File: src/rtl/rs_sig_pkg.sv
package rs_sig_pkg;
  localparam int SYM_W = 10;
  // x^10 + x^3 + 1 with the x^10 term implied
  localparam logic [SYM_W-1:0] PRIM_LOW = 10'h009;

  typedef logic [SYM_W-1:0] sym_t;

  function automatic sym_t gf_mul(input sym_t a, input sym_t b);
    sym_t acc;
    sym_t sh;
    acc = '0;
    sh  = a;
    for (int i = 0; i < SYM_W; i++) begin
      if (b[i]) acc = acc ^ sh;
      sh = {sh[SYM_W-2:0], 1'b0} ^ (sh[SYM_W-1] ? PRIM_LOW : '0);
    end
    return acc;
  endfunction

  function automatic sym_t gf_alpha_pow(input int n);
    sym_t r;
    r = sym_t'(1);
    for (int i = 0; i < n; i++) r = gf_mul(r, sym_t'(2));
    return r;
  endfunction
endpackage

File: src/rtl/rs_sym_pack.sv
module rs_sym_pack
  import rs_sig_pkg::*;
#(
  parameter int BYTE_W = 8
) (
  input  logic              clk,
  input  logic              rst_n,
  input  logic              clr_i,
  input  logic              byte_vld_i,
  input  logic [BYTE_W-1:0] byte_i,
  input  logic              flush_i,
  output logic              sym_vld_o,
  output sym_t              sym_o
);
  localparam int ACC_W  = SYM_W - 1 + BYTE_W;
  localparam int FILL_W = $clog2(ACC_W + 1);

  logic [ACC_W-1:0]  acc_q, acc_d, merged;
  logic [FILL_W-1:0] fill_q, fill_d, fill_sum;

  always_comb begin
    merged   = acc_q | (ACC_W'(byte_i) << fill_q);
    fill_sum = fill_q + FILL_W'(BYTE_W);
    acc_d     = acc_q;
    fill_d    = fill_q;
    sym_vld_o = 1'b0;
    sym_o     = acc_q[SYM_W-1:0];
    if (clr_i) begin
      acc_d  = '0;
      fill_d = '0;
    end else if (flush_i) begin
      sym_vld_o = (fill_q != '0);
      acc_d     = '0;
      fill_d    = '0;
    end else if (byte_vld_i) begin
      if (fill_sum >= FILL_W'(SYM_W)) begin
        sym_vld_o = 1'b1;
        sym_o     = merged[SYM_W-1:0];
        acc_d     = merged >> SYM_W;
        fill_d    = fill_sum - FILL_W'(SYM_W);
      end else begin
        acc_d  = merged;
        fill_d = fill_sum;
      end
    end
  end

  always_ff @(posedge clk or negedge rst_n) begin
    if (!rst_n) begin
      acc_q  <= '0;
      fill_q <= '0;
    end else begin
      acc_q  <= acc_d;
      fill_q <= fill_d;
    end
  end
endmodule

File: src/rtl/rs_par_lfsr.sv
module rs_par_lfsr
  import rs_sig_pkg::*;
#(
  parameter int NPAR = 4
) (
  input  logic                  clk,
  input  logic                  rst_n,
  input  logic                  clr_i,
  input  logic                  sym_vld_i,
  input  sym_t                  sym_i,
  output logic [NPAR*SYM_W-1:0] par_o
);
  function automatic logic [NPAR:0][SYM_W-1:0] build_gen();
    logic [NPAR:0][SYM_W-1:0] g;
    sym_t root;
    g    = '0;
    g[0] = sym_t'(1);
    for (int i = 1; i <= NPAR; i++) begin
      root = gf_alpha_pow(i);
      for (int j = i; j >= 1; j--) g[j] = g[j-1] ^ gf_mul(g[j], root);
      g[0] = gf_mul(g[0], root);
    end
    return g;
  endfunction

  localparam logic [NPAR:0][SYM_W-1:0] GEN = build_gen();

  logic [NPAR-1:0][SYM_W-1:0] par_q, par_d, par_sh;
  sym_t fb;

  assign fb = sym_i ^ par_q[NPAR-1];

  for (genvar k = 0; k < NPAR; k++) begin : g_stage
    if (k == 0) begin : g_low
      assign par_sh[k] = gf_mul(fb, GEN[k]);
    end else begin : g_mid
      assign par_sh[k] = par_q[k-1] ^ gf_mul(fb, GEN[k]);
    end
  end

  always_comb begin
    if (clr_i)          par_d = '0;
    else if (sym_vld_i) par_d = par_sh;
    else                par_d = par_q;
  end

  always_ff @(posedge clk or negedge rst_n) begin
    if (!rst_n) par_q <= '0;
    else        par_q <= par_d;
  end

  assign par_o = par_q;
endmodule

File: src/rtl/rs_page_sig.sv
module rs_page_sig
  import rs_sig_pkg::*;
#(
  parameter int PAGE_BYTES = 512,
  parameter int NPAR       = 4,
  parameter int SIG_BYTES  = 6
) (
  input  logic                   clk,
  input  logic                   rst_n,
  input  logic                   start_i,
  input  logic                   rd_i,
  input  logic                   vld_i,
  input  logic [7:0]             byte_i,
  output logic [SIG_BYTES*8-1:0] sig_o,
  output logic                   err_o,
  output logic                   done_o
);
  localparam int PAR_W    = NPAR * SYM_W;
  localparam int SIG_W    = SIG_BYTES * 8;
  localparam int PAD_BITS = (PAGE_BYTES * 8) % SYM_W;
  localparam int XFER_MAX = PAGE_BYTES + SIG_BYTES;
  localparam int CNT_W    = $clog2(XFER_MAX + 1);
  localparam int SIDX_W   = (SIG_BYTES > 1) ? $clog2(SIG_BYTES) : 1;

  // reset: asserted at once, released after two clock edges
  logic [1:0] rst_pipe;
  logic       rst_q_n;
  always_ff @(posedge clk or negedge rst_n) begin
    if (!rst_n) rst_pipe <= '0;
    else        rst_pipe <= {rst_pipe[0], 1'b1};
  end
  assign rst_q_n = rst_pipe[1];

  logic [CNT_W-1:0] cnt_q, cnt_d, limit;
  logic             rd_q, rd_d;
  logic             last_q, last_d;
  logic             done_q, done_d;
  logic             err_q, err_d;
  logic [SIG_BYTES-1:0][7:0] stored_q, stored_d;
  logic             take, take_data, take_sig, flush_req, flush_w;
  logic [SIDX_W-1:0] sidx;
  logic             sym_vld;
  sym_t             sym;
  logic [PAR_W-1:0] par;
  logic [SIG_W-1:0] sig_full;

  assign sig_full = SIG_W'(par);

  always_comb begin
    limit     = rd_q ? CNT_W'(XFER_MAX) : CNT_W'(PAGE_BYTES);
    take      = vld_i && !start_i && (cnt_q < limit);
    take_data = take && (cnt_q < CNT_W'(PAGE_BYTES));
    take_sig  = take && !take_data;
    flush_req = !start_i && take_data && (cnt_q == CNT_W'(PAGE_BYTES - 1));
    sidx      = SIDX_W'(cnt_q - CNT_W'(PAGE_BYTES));

    cnt_d  = start_i ? '0 : (take ? cnt_q + CNT_W'(1) : cnt_q);
    rd_d   = start_i ? rd_i : rd_q;
    last_d = !start_i && take && (cnt_q == limit - CNT_W'(1));
    done_d = !start_i && last_q;

    if (start_i)     err_d = 1'b0;
    else if (last_q) err_d = rd_q && (stored_q != sig_full);
    else             err_d = err_q;

    stored_d = stored_q;
    if (start_i) begin
      stored_d = '0;
    end else if (take_sig) begin
      for (int j = 0; j < SIG_BYTES; j++)
        if (sidx == SIDX_W'(j)) stored_d[j] = byte_i;
    end
  end

  always_ff @(posedge clk or negedge rst_q_n) begin
    if (!rst_q_n) begin
      cnt_q    <= '0;
      rd_q     <= 1'b0;
      last_q   <= 1'b0;
      done_q   <= 1'b0;
      err_q    <= 1'b0;
      stored_q <= '0;
    end else begin
      cnt_q    <= cnt_d;
      rd_q     <= rd_d;
      last_q   <= last_d;
      done_q   <= done_d;
      err_q    <= err_d;
      stored_q <= stored_d;
    end
  end

  // an extra symbol slot exists only when the page does not end on a symbol boundary
  if (PAD_BITS != 0) begin : g_pad
    logic flush_q;
    always_ff @(posedge clk or negedge rst_q_n) begin
      if (!rst_q_n) flush_q <= 1'b0;
      else          flush_q <= flush_req;
    end
    assign flush_w = flush_q && !start_i;
  end else begin : g_nopad
    assign flush_w = 1'b0;
  end

  rs_sym_pack #(.BYTE_W(8)) u_pack (
    .clk        (clk),
    .rst_n      (rst_q_n),
    .clr_i      (start_i),
    .byte_vld_i (take_data),
    .byte_i     (byte_i),
    .flush_i    (flush_w),
    .sym_vld_o  (sym_vld),
    .sym_o      (sym)
  );

  rs_par_lfsr #(.NPAR(NPAR)) u_lfsr (
    .clk       (clk),
    .rst_n     (rst_q_n),
    .clr_i     (start_i),
    .sym_vld_i (sym_vld),
    .sym_i     (sym),
    .par_o     (par)
  );

  assign sig_o  = sig_full;
  assign err_o  = err_q;
  assign done_o = done_q;
endmodule

File: config.mk
export PLATFORM = sky130hd
export DESIGN_NAME = rs_page_sig
export DESIGN_NICKNAME = d
export VERILOG_FILES = /design/src/rtl/rs_sig_pkg.sv /design/src/rtl/rs_sym_pack.sv /design/src/rtl/rs_par_lfsr.sv /design/src/rtl/rs_page_sig.sv
export SDC_FILE = /design/constraint.sdc
export NUM_CORES = 1
export LEC_CHECK = 0
export BUFFER_PORTS_ARGS = -buffer_cell sky130_fd_sc_hd__buf_4
export CORE_MARGIN = 10
export CORE_UTILIZATION = 55
export DETAILED_ROUTE_END_ITERATION = 6
export PLACE_DENSITY = 0.71
export SETUP_SLACK_MARGIN = 0.4
export SLEW_MARGIN = 0
export SYNTH_ARGS = -nofsm -noshare
export SYNTH_HDL_FRONTEND = slang
export SYNTH_SLANG_ARGS = --single-unit
export TNS_END_PERCENT = 50
File: constraint.sdc
create_clock -name clk -period 5.6 [get_ports clk]
set_clock_uncertainty 0.15 [all_clocks]
set_input_delay 0.56 -clock clk [delete_from_list [all_inputs] [get_ports clk]]
set_output_delay 0.56 -clock clk [all_outputs]
set_load 0.02 [all_outputs]
# Word level (Yosys, flattened, before mapping)
# Cells that the tools add are included.
[word_totals]
ff_bits = 127
inputBits = 13
out_inout_bits = 50
elab_cells = 132
[op_classes]
add_sub_neg = 5
order_cmp = 3
n_eq_ne = 8
n_shift = 1
n_mux = 40
n_bitwise = 24
reduce_logical = 32
[op_table]
columns = ["op", "count"]
rows = [
  ["10-bit bitwise XOR", 23],
  ["48-bit 2-to-1 mux", 2],
  ["40-bit 2-to-1 mux", 2],
  ["17-bit 2-to-1 mux", 4],
  ["10-bit 2-to-1 mux", 6],
  ["8-bit 2-to-1 mux", 6],
  ["48-bit by 40-bit inequality test with 1-bit output", 1],
  ["4-bit 2-to-1 mux", 9],
  ["5-bit 2-to-1 mux", 4],
  ["2-bit nonzero test", 10],
  ["17-bit bitwise OR", 1],
  ["8-bit by 5-bit << shifter with 17-bit output", 1],
  ["2-bit AND reduction", 6],
  ["1-bit logical AND", 11],
  ["10-bit by 1-bit adder with 10-bit output, second input constant", 1],
  ["10-bit == test", 1],
  ["10-bit by 9-bit == test with 1-bit output, second input constant", 1],
  ["10-bit less-than comparator", 1],
  ["10-bit less-than comparator, second input constant", 1],
  ["10-bit by 1-bit subtractor with 10-bit output, second input constant", 1],
  ["3-bit by 2-bit == test with 1-bit output, second input constant", 2],
  ["3-bit == test, second input constant", 2],
  ["1-bit 2-to-1 mux", 6],
  ["5-bit by 4-bit adder with 5-bit output, second input constant", 1],
  ["other kinds (9)", 10],
]

# Logic depth before layout (Yosys ltp)
# Gate-level depths: netlist of the first run.
[depth]
depth_word = 30
mapped_depth = 12

# Hierarchy
# A second synthesis of the first run with hierarchy kept.
[hier_totals]
hier_cells = 719
area_unflattened_um2 = 7926.4
[modules_own_cells]
columns = ["module", "instances", "cells_per_inst", "area_per_inst_um2", "seq_area_each_um2"]
rows = [
  ["rs_page_sig", 1, 309, 3489.6, 1626.6],
  ["rs_par_lfsr", 1, 237, 2931.6, 1001.0],
  ["rs_sym_pack", 1, 173, 1505.2, 525.5],
]

# Worst setup path after synthesis of the first run
# Ideal clock, no wire load.
[synth_path]
path_kind = "flip-flop to flip-flop"
startpoint = "register u_pack.fill_q[2]"
endpoint = "register u_lfsr.par_q, in the netlist u_lfsr.par_o[18]"
setup_ps = 121
arrival_ps = 3196
path_slack_ps = 2133
stages_incl_launch_ff = 13
path_buffers = 2
synth_period_minus_slack_ps = 3467
cell_sequence = "dfrtp_1 buf_2 buf_2 inv_1 ha_1 nand2b_1 a311oi_4 a31oi_1 xnor2_2 xnor2_1 xnor2_4 xnor3_1 a22o_1"
[synth_via]
elab_chain_len = 21
word_cells_on_any_way = 34
cone_classes = "add/sub: 1; order compare: 1; shift: 1; mux: 14; bitwise: 15; reduce/logical: 2"
[synth_lines]
columns = ["element", "line_no", "text"]
rows = [
  ["start, declared", "rs_sym_pack.sv:19", "logic [FILL_W-1:0] fill_q, fill_d, fill_sum;"],
  ["start signal, assigned", "rs_sym_pack.sv:54", "fill_q <= fill_d;"],
  ["5-bit by 4-bit adder with 5-bit output or 8-bit by 5-bit << shifter with 17-bit output (tied branches)", "rs_sym_pack.sv:23, rs_sym_pack.sv:22", ""],
  ["5-bit by 4-bit greater-or-equal comparator with 1-bit output or 17-bit bitwise OR (tied branches)", "rs_sym_pack.sv:36, rs_sym_pack.sv:22", ""],
  ["10-bit 2-to-1 mux", "rs_sym_pack.sv:36", "if (fill_sum >= FILL_W'(SYM_W)) begin"],
  ["10-bit 2-to-1 mux", "rs_sym_pack.sv:35", "end else if (byte_vld_i) begin"],
  ["10-bit 2-to-1 mux", "rs_sym_pack.sv:31", "end else if (flush_i) begin"],
  ["10-bit 2-to-1 mux", "rs_sym_pack.sv:28", "if (clr_i) begin"],
  ["10-bit bitwise XOR", "rs_par_lfsr.sv:31", "assign fb = sym_i ^ par_q[NPAR-1];"],
  ["10-bit bitwise XOR or 4-bit 2-to-1 mux (tied branches)", "rs_sig_pkg.sv:15", "sh = {sh[SYM_W-2:0], 1'b0} ^ (sh[SYM_W-1] ? PRIM_LOW : '0);"],
  ["4-bit 2-to-1 mux or 10-bit bitwise XOR (tied branches)", "rs_sig_pkg.sv:15", ""],
  ["10-bit bitwise XOR or 4-bit 2-to-1 mux (tied branches) (2 in series)", "rs_sig_pkg.sv:15", ""],
  ["10-bit bitwise XOR", "rs_sig_pkg.sv:15", ""],
  ["10-bit bitwise XOR (3 in series)", "n/a", ""],
  ["10-bit bitwise XOR, on equally long branches (2 in series)", "n/a", ""],
  ["10-bit bitwise XOR", "rs_sig_pkg.sv:14", "if (b[i]) acc = acc ^ sh;"],
  ["10-bit bitwise XOR", "rs_par_lfsr.sv:37", "assign par_sh[k] = par_q[k-1] ^ gf_mul(fb, GEN[k]);"],
  ["40-bit 2-to-1 mux", "rs_par_lfsr.sv:43", "else if (sym_vld_i) par_d = par_sh;"],
  ["40-bit 2-to-1 mux", "rs_par_lfsr.sv:42", "if (clr_i) par_d = '0;"],
  ["end signal, assigned", "rs_par_lfsr.sv:49", "else par_q <= par_d;"],
  ["end, declared", "rs_par_lfsr.sv:28", "logic [NPAR-1:0][SYM_W-1:0] par_q, par_d, par_sh;"],
]
# Parallel ways exist; a longest one is shown, timed or not. The select of a mux whose other input is x is not followed.
# A chain may end at the register's enable or synchronous reset.

# Worst setup path in the final report of the first run
[layout_path]
startpoint = "register u_pack.fill_q[1]"
endpoint = "register u_lfsr.par_q, in the netlist u_lfsr.par_o[37]"
[layout_via]
elab_chain_len = 15
word_cells_on_any_way = 25
cone_classes = "add/sub: 1; order compare: 1; shift: 1; mux: 10; bitwise: 10; reduce/logical: 2"
[layout_lines]
columns = ["element", "line_no"]
rows = [
  ["5-bit by 4-bit adder with 5-bit output or 8-bit by 5-bit << shifter with 17-bit output (tied branches)", "rs_sym_pack.sv:23, rs_sym_pack.sv:22"],
  ["5-bit by 4-bit greater-or-equal comparator with 1-bit output or 17-bit bitwise OR (tied branches)", "rs_sym_pack.sv:36, rs_sym_pack.sv:22"],
  ["10-bit 2-to-1 mux", "rs_sym_pack.sv:36"],
  ["10-bit 2-to-1 mux", "rs_sym_pack.sv:35"],
  ["10-bit 2-to-1 mux", "rs_sym_pack.sv:31"],
  ["10-bit 2-to-1 mux", "rs_sym_pack.sv:28"],
  ["10-bit bitwise XOR", "rs_par_lfsr.sv:31"],
  ["10-bit bitwise XOR (2 in series)", "rs_sig_pkg.sv:15"],
  ["10-bit bitwise XOR, on equally long branches (2 in series)", "rs_sig_pkg.sv:14, rs_sig_pkg.sv:15"],
  ["10-bit bitwise XOR", "rs_sig_pkg.sv:14"],
  ["10-bit bitwise XOR", "rs_par_lfsr.sv:37"],
  ["40-bit 2-to-1 mux", "rs_par_lfsr.sv:43"],
  ["40-bit 2-to-1 mux", "rs_par_lfsr.sv:42"],
]
# Parallel ways exist; a longest one is shown, timed or not. The select of a mux whose other input is x is not followed.

==> run metrics, run 1 <==
final setup violation count=0; Met3 Routed Length=approximately 1300 um; r2r setup slk=around 1500 ps; peak supply drop=about 0.40 mV; fin. max-slew vios=0; Critical R2R Capture=u_lfsr.par_o[37]; setup slack at placement=1490 ps; largest net degree at the start of global routing=86; Vias/cell=just under 6; count of different cell masters after synthesis=52; Worst Hold Path Cells=0; via count=5451; hold_sp=rst_pipe[0]; die width=around 130 um; H-tree depth=4; CTS buffer count=17; Hold EP=rst_pipe[1]; worst r2r src=u_pack.fill_q[1]; Post-DRT Antenna Nets=0; Worst-Margin Slew=~1200 ps; vias in the first global route=5269; diode count=0; GRT overflow=0; total negative slack=0 ps; min Tclk post-route=between 4000 and 5000 ps; Longest Clk Path Bufs=2; Tcrit/Tclk final=~72%; Hold Crit Class=reg -> reg; FMAX=about 250 MHz; non-filler cells, final=926; Worst R2R Path Depth=10; run status=finished, final reports clean; post-layout power=~6.0 mW; I/O Buffers=54; Post-Synthesis Cells=approximately 700; crit path DAT=between 4000 and 5000 ps; synth-to-layout area growth=14.8%; Placed Cells=slightly below 900; Worst-Skew Late Latency=approximately 420 ps; CTS sink cnt=126; post-synthesis sequential area ratio=between 40 and 50%; die area=about 18000 um2; Hold Fails Final Rpt=0; RSZ-0062 raised after global routing=false; YS warnings=0; GP Congestion=between 0.9 and 1; Root Driver=clkbuf_16; chip height=around 130 um; leak pwr=approximately 3.7 nW; Crit Path Class=reg -> reg; post-route setup slack=approximately 1500 ps; met1 WL=~8300 um; Pre-Repair DR Iteration Count=6; Worst slew margin=around 18%; Core ar.=about 13000 um2; total of max-cap violations=0; initial DRC count=approximately 510; drt wl/cell=~21 um; initial antenna violation count=0; asr flop ratio synth=100%; PwrDens=746 nW/um2; io pins=63; first-pass GRT wire length=just over 30000 um; Mean Syn Cell Area=between 10 and 15 um2; nature of the critical path endpoint=flop; CTS tree=yes; clock transition at the registers of the reported paths=about 50 ps; Total GRT Usage=22.0%; Post-Syn Area=7010 um2; worst-path maximum fanout=19; startpoint types=flop; Layout Nets=approximately 770; DR DRC count=0; Cell Rows=41; Initial Util=between 50% and 60%; dpl hpwl=between 10000 and 15000 um; main flop type after synthesis=dfrtp_1; Post-synth EDFFs=0; #FFs+latches synth=between 100 and 150; data required time of the worst path=between 5000 and 6000 ps; layout cells sized above 1=about 15%; met2 wire length=a little over 9000 um; max layer used=met4; WL final=roughly 19000 um
routing by layer:
metal  up-vias  track usage [%]
met2       214             34.7
li1       2503                -
met5         -                0
met1      2702             28.9
met3        32             4.77
met4         0             8.62
repair_timing:
action,in CTS,in global routing
setup buffers,0,0
hold endpoints to repair,2,0
hold buffers,1,0
resized for setup,0,0
registers in the layout, indices dropped and copies added (netlist names):
register	cells
stored_q	48
last_q	1
rd_q	1
done_o	1
u_pack.acc_q	17
u_pack.fill_q	4
rst_pipe	2
cnt_q	10
g_pad.flush_q	1
u_lfsr.par_o	40
err_o	1
area by class of cell:
| cell class | count | area [um2] |
|---|---|---|
| fill | 1047 | 4520 |
| timing repair buffer | 58 | 438 |
| clock buffer | 22 | 464 |
| clock inverter | 8 | 67.6 |
| inverter | 13 | 48.8 |
| multi-input combinational | 527 | 3660 |
| sequential | 126 | 3160 |
| tap | 172 | 215 |
per-stage QoR:
| step | hold slack, ps | area (um2) | util [%] |
|---|---|---|---|
| after floorplan | 114 | 7040 | - |
| after global placement | 192 | 7510 | 59.7 |
| after detailed placement | 188 | 7510 | 59.7 |
| after CTS | 209 | 8050 | 64.0 |
| after global routing | 225 | 8050 | 64.0 |
| final | 202 | 8050 | 64.0 |
critical path, stage by stage, from the launching register on:
cell      delay (ps)
dfrtp_1          680
inv_1            210
ha_1             280
nand2b_1         220
a31oi_2          400
a31oi_1          200
xnor2_1          620
xnor2_2          350
xnor2_1          450
xnor2_1          160
a22o_1           220
logic make-up after synthesis:
kind of cell             Yosys count  synth area share [%]
XOR/XNOR                         130                  20.2
buffers and inverters             53                  3.39
adder cells (fa/ha/maj)            9                  1.61
multiplexers                      12                  1.82
flip-flops                       126                  45.0
other                              2                 0.107
AO/OA/AOI/OAI                    168                  15.2
AND/OR/NAND/NOR                  199                  12.7
cells in the mapped netlist, drive strengths merged (13+ instances only):
library cell  instances  area, um2
dfrtp               126       3150
a21oi                17       85.1
nand2               102        383
xnor2                70        729
a22o                 15        131
buf                  14       91.3
a31oi                19        131
o21ai                86        430
xor2                 49        437
nor4                 15       93.8
clkbuf               26       97.6
nor2                 37        139
inv                  13       48.8
power by group:
group          total, mW  internal [mW]  switching (mW)
Sequential          1.43           1.10           0.338
Clock              0.996          0.622           0.375
Combinational       3.58           1.78            1.80
Total               6.01           3.50            2.51
how the worst max path moves through the flow:
| stage | startpoint | end |
|---|---|---|
| floorplan | rst_pipe[1] | cnt_q[0] |
| finish | u_pack.fill_q[1] | u_lfsr.par_o[37] |
| global route | u_pack.fill_q[1] | u_lfsr.par_o[17] |
| detailed placement | start_i | u_lfsr.par_o[33] |
| global placement | start_i | u_lfsr.par_o[33] |
| CTS | u_pack.fill_q[1] | u_lfsr.par_o[33] |
cell usage in the layout, fill, tap and decap left out, drive strengths merged, types with 15 or more instances in the layout:
cell type / instances
a21oi: 17
a22o: 15
a31oi: 19
buf: 57
clkbuf: 22
dfrtp: 126
nand2: 102
nor2: 37
nor4: 15
o21ai: 86
xnor2: 70
xor2: 49
Power figures use the tool's default switching activity.
==> run 2: changes to the inputs <==
--- a/config.mk
+++ b/config.mk
@@ -7,9 +7,9 @@
 export LEC_CHECK = 0
 export BUFFER_PORTS_ARGS = -buffer_cell sky130_fd_sc_hd__buf_4
 export CORE_MARGIN = 10
-export CORE_UTILIZATION = 55
+export CORE_UTILIZATION = 54
 export DETAILED_ROUTE_END_ITERATION = 6
-export PLACE_DENSITY = 0.71
+export PLACE_DENSITY = 0.72
 export SETUP_SLACK_MARGIN = 0.4
 export SLEW_MARGIN = 0
 export SYNTH_ARGS = -nofsm -noshare
==> constraint.sdc (replaced) <==
create_clock -name clk -period 3.5 [get_ports clk]
set_clock_uncertainty 0.15 [all_clocks]
set_input_delay 0.35 -clock clk [delete_from_list [all_inputs] [get_ports clk]]
set_output_delay 0.35 -clock clk [all_outputs]
set_load 0.02 [all_outputs]
==> run 2 against run 1 <==
Effect of this change: hold slack lost 120 ps; die area increased by 1.6%; design area increased by 12%; via count rose by 11%; setup slack worse by 1300 ps; total power rose by 100%; sequential share of layout area shrank 4.3 points; global-route usage grew 0.95 points; sequential power increased by 57%; largest cell class unchanged.
==> run metrics, run 2 (synthesized netlist as in run 1, its figures left out) <==
synth-to-layout area growth=29.0%; RSZ-0062 raised after global routing=true; startpoint types=flop; slowest stage delay, CP=470 ps (-210 ps); worst-path maximum fanout=4 (-15); ordered list of cells on the worst path=or3b_4, a311oi_4, buf_6, buf_6, a31oi_4, xnor2_4, buf_12, xnor2_4, buf_6, xor3_2, xnor2_2, o21ai_1; Hold Crit Class=reg -> async; die area=17900 um2 (+1.6%); Reg power frac=18.6% (-5.3 points); Tcrit/Tclk final=91.9% (+19 points); drt wl/cell=21.9 um (+6.0%); Comb pwr share=67.8% (+8.3 points); WL final=21900 um (+15%); Vias/cell=6.04 (+2.5%); placed cell area=7760 um2 (+3.4%); GP Congestion=0.928 (-4.7%); FMAX=311 MHz (+26%); flip-flop count of the largest register after layout=48 (unchanged); leak pwr=4.16 nW (+13%); PwrDens=1330 nW/um2 (+78%); Pre-Repair DR Iteration Count=5 (-1); nature of the critical path endpoint=flop; most frequent cells in the layout=125 x dfrtp_1, 117 x buf_4, 102 x nand2_1; via count=6042 (+11%); total of max-cap violations=0 (unchanged); Initial Util=55.3% (-0.45 points); peak supply drop=0.614 mV (+54%); clock transition at the registers of the reported paths=60 ps (about the same); fin. max-slew vios=0 (unchanged); most common cell after layout, fill and taps aside=dfrtp_1; Worst-Skew Late Latency=430 ps (about the same); layout cells sized above 1=26.3% (+11 points); chip height=134 um (+0.78%); non-filler cells, final=1001 (+8.1%); data required time of the worst path=3640 ps (-2110 ps); Layout Nets=838 (+9.5%); vias in the first global route=5733 (+8.8%); Root Driver=clkbuf_16; initial antenna violation count=0 (unchanged); initial DRC count=588 (+15%); Worst-Margin Slew=1220 ps (-18.7 ps); CP max-delay cell=xor3_2; cell mode on critical path=buf_6; diode count=0 (unchanged); io pins=63 (unchanged); dpl hpwl=14100 um (+0.71%); total negative slack=0 ps (unchanged); Placed Cells=927 (+3.6%); Crit Path Class=reg -> reg; I/O Buffers=54 (unchanged); final setup violation count=0 (unchanged); min Tclk post-route=3220 ps (-841 ps); CTS tree=yes; P_int=7.11 mW (+100%); largest reg by FF count=stored_q; clock network power share=13.6% (-3.0 points); first-pass GRT wire length=32200 um (+5.7%); run status=finished, final reports clean; Cell Rows=41 (unchanged); Longest Clk Path Bufs=2 (unchanged); Worst slew margin=19.0% (+1.2 points); DR DRC count=0 (unchanged); post-route cell area=9050 um2 (+12%); GRT overflow=0 (unchanged); Total GRT Usage=23.0% (+0.95 points); Hold Fails Final Rpt=0 (unchanged); CTS buffer count=17 (unchanged); CTS sink cnt=126 (unchanged); largest net degree at the start of global routing=102 (+19%); H-tree depth=4 (unchanged); Net Sw Power=4.95 mW (+97%); Core ar.=12700 um2 (+0.82%); die width=134 um (+0.78%); Post-DRT Antenna Nets=0 (unchanged); crit path DAT=3360 ps (-850 ps); Switching Share=41.0% (-0.79 points)
-- run 2: changes by cell type in the layout (fill, tap and decap cells not counted), moves of 4 or more --
cell | previous run | this run
buf_12 | 0 | 4
xnor2_2 | 8 | 12
a31oi_4 | 0 | 5
a31oi_1 | 17 | 11
buf_4 | 57 | 117
buf_6 | 0 | 8
xnor2_4 | 3 | 10
xnor2_1 | 59 | 48
-- run 2: final cells by class --
class                      count  area, um2
multi-input combinational    527       4020
clock inverter                 7       62.6
clock buffer                  25        475
sequential                   126       3160
timing repair buffer         131       1070
tap                          172        215
inverter                      13       48.8
fill                         923       3620
-- run 2: metal layers --
metal / GRT usage [%] / share of wire [%]
met3: 5.38 / 7.1
met1: 28.0 / 40
met2: 37.5 / 49
met5: 0 / 0
met4: 11.4 / 4.3
-- run 2: worst paths after layout --
check,start,end,slack [ps],depth (start not counted)
max in group asynchronous,rst_pipe[1],stored_q[17],2250,1
max,u_pack.fill_q[3],u_lfsr.par_o[36],280,12
min reg2reg,rst_pipe[1],cnt_q[9],80,0
min,rst_pipe[1],cnt_q[9],80,0
max reg2reg,u_pack.fill_q[3],u_lfsr.par_o[36],280,12
min in group clk,rst_pipe[0],rst_pipe[1],210,0
-- run 2: what timing repair did --
action                     4_1_cts  5_1_grt
hold buffers                     2        0
gates resized for setup         32       28
setup endpoints to repair       21       21
cloned                           0        0
hold endpoints to repair         3        0
pin swaps                       14       15
buffers inserted                20       20
-- run 2: power by group through the flow --
stage	sequential, mW	combinational, mW	clock, mW
6_report	2.24	8.17	1.64
5_1_grt	2.26	8.57	1.70
4_1_cts	2.21	6.93	1.64
3_5_place_dp	2.23	6.20	0
3_3_place_gp	2.22	6.06	0
2_1_floorplan	2.25	4.39	0
-- run 2: metrics by stage --
stage	util, %	power, mW	setup WS (ps)	hold slack, ps
finish	71.4	12.1	285	81.0
global route	71.4	12.5	196	102
CTS	68.6	10.8	399	89.2
detailed placement	61.2	8.42	69.8	-12.5
global placement	61.2	8.28	147	-18.4
floorplan	-	6.64	33.2	-95.6
-- run 2: critical path: cells and delay by family, from the launching register on --
| kind | cells | cell delay, ps |
|---|---|---|
| buf+inv | 4 | 580 |
| simple gates | 1 | 430 |
| flops | 1 | 410 |
| xor+xnor | 4 | 1040 |
| compound gates | 3 | 460 |
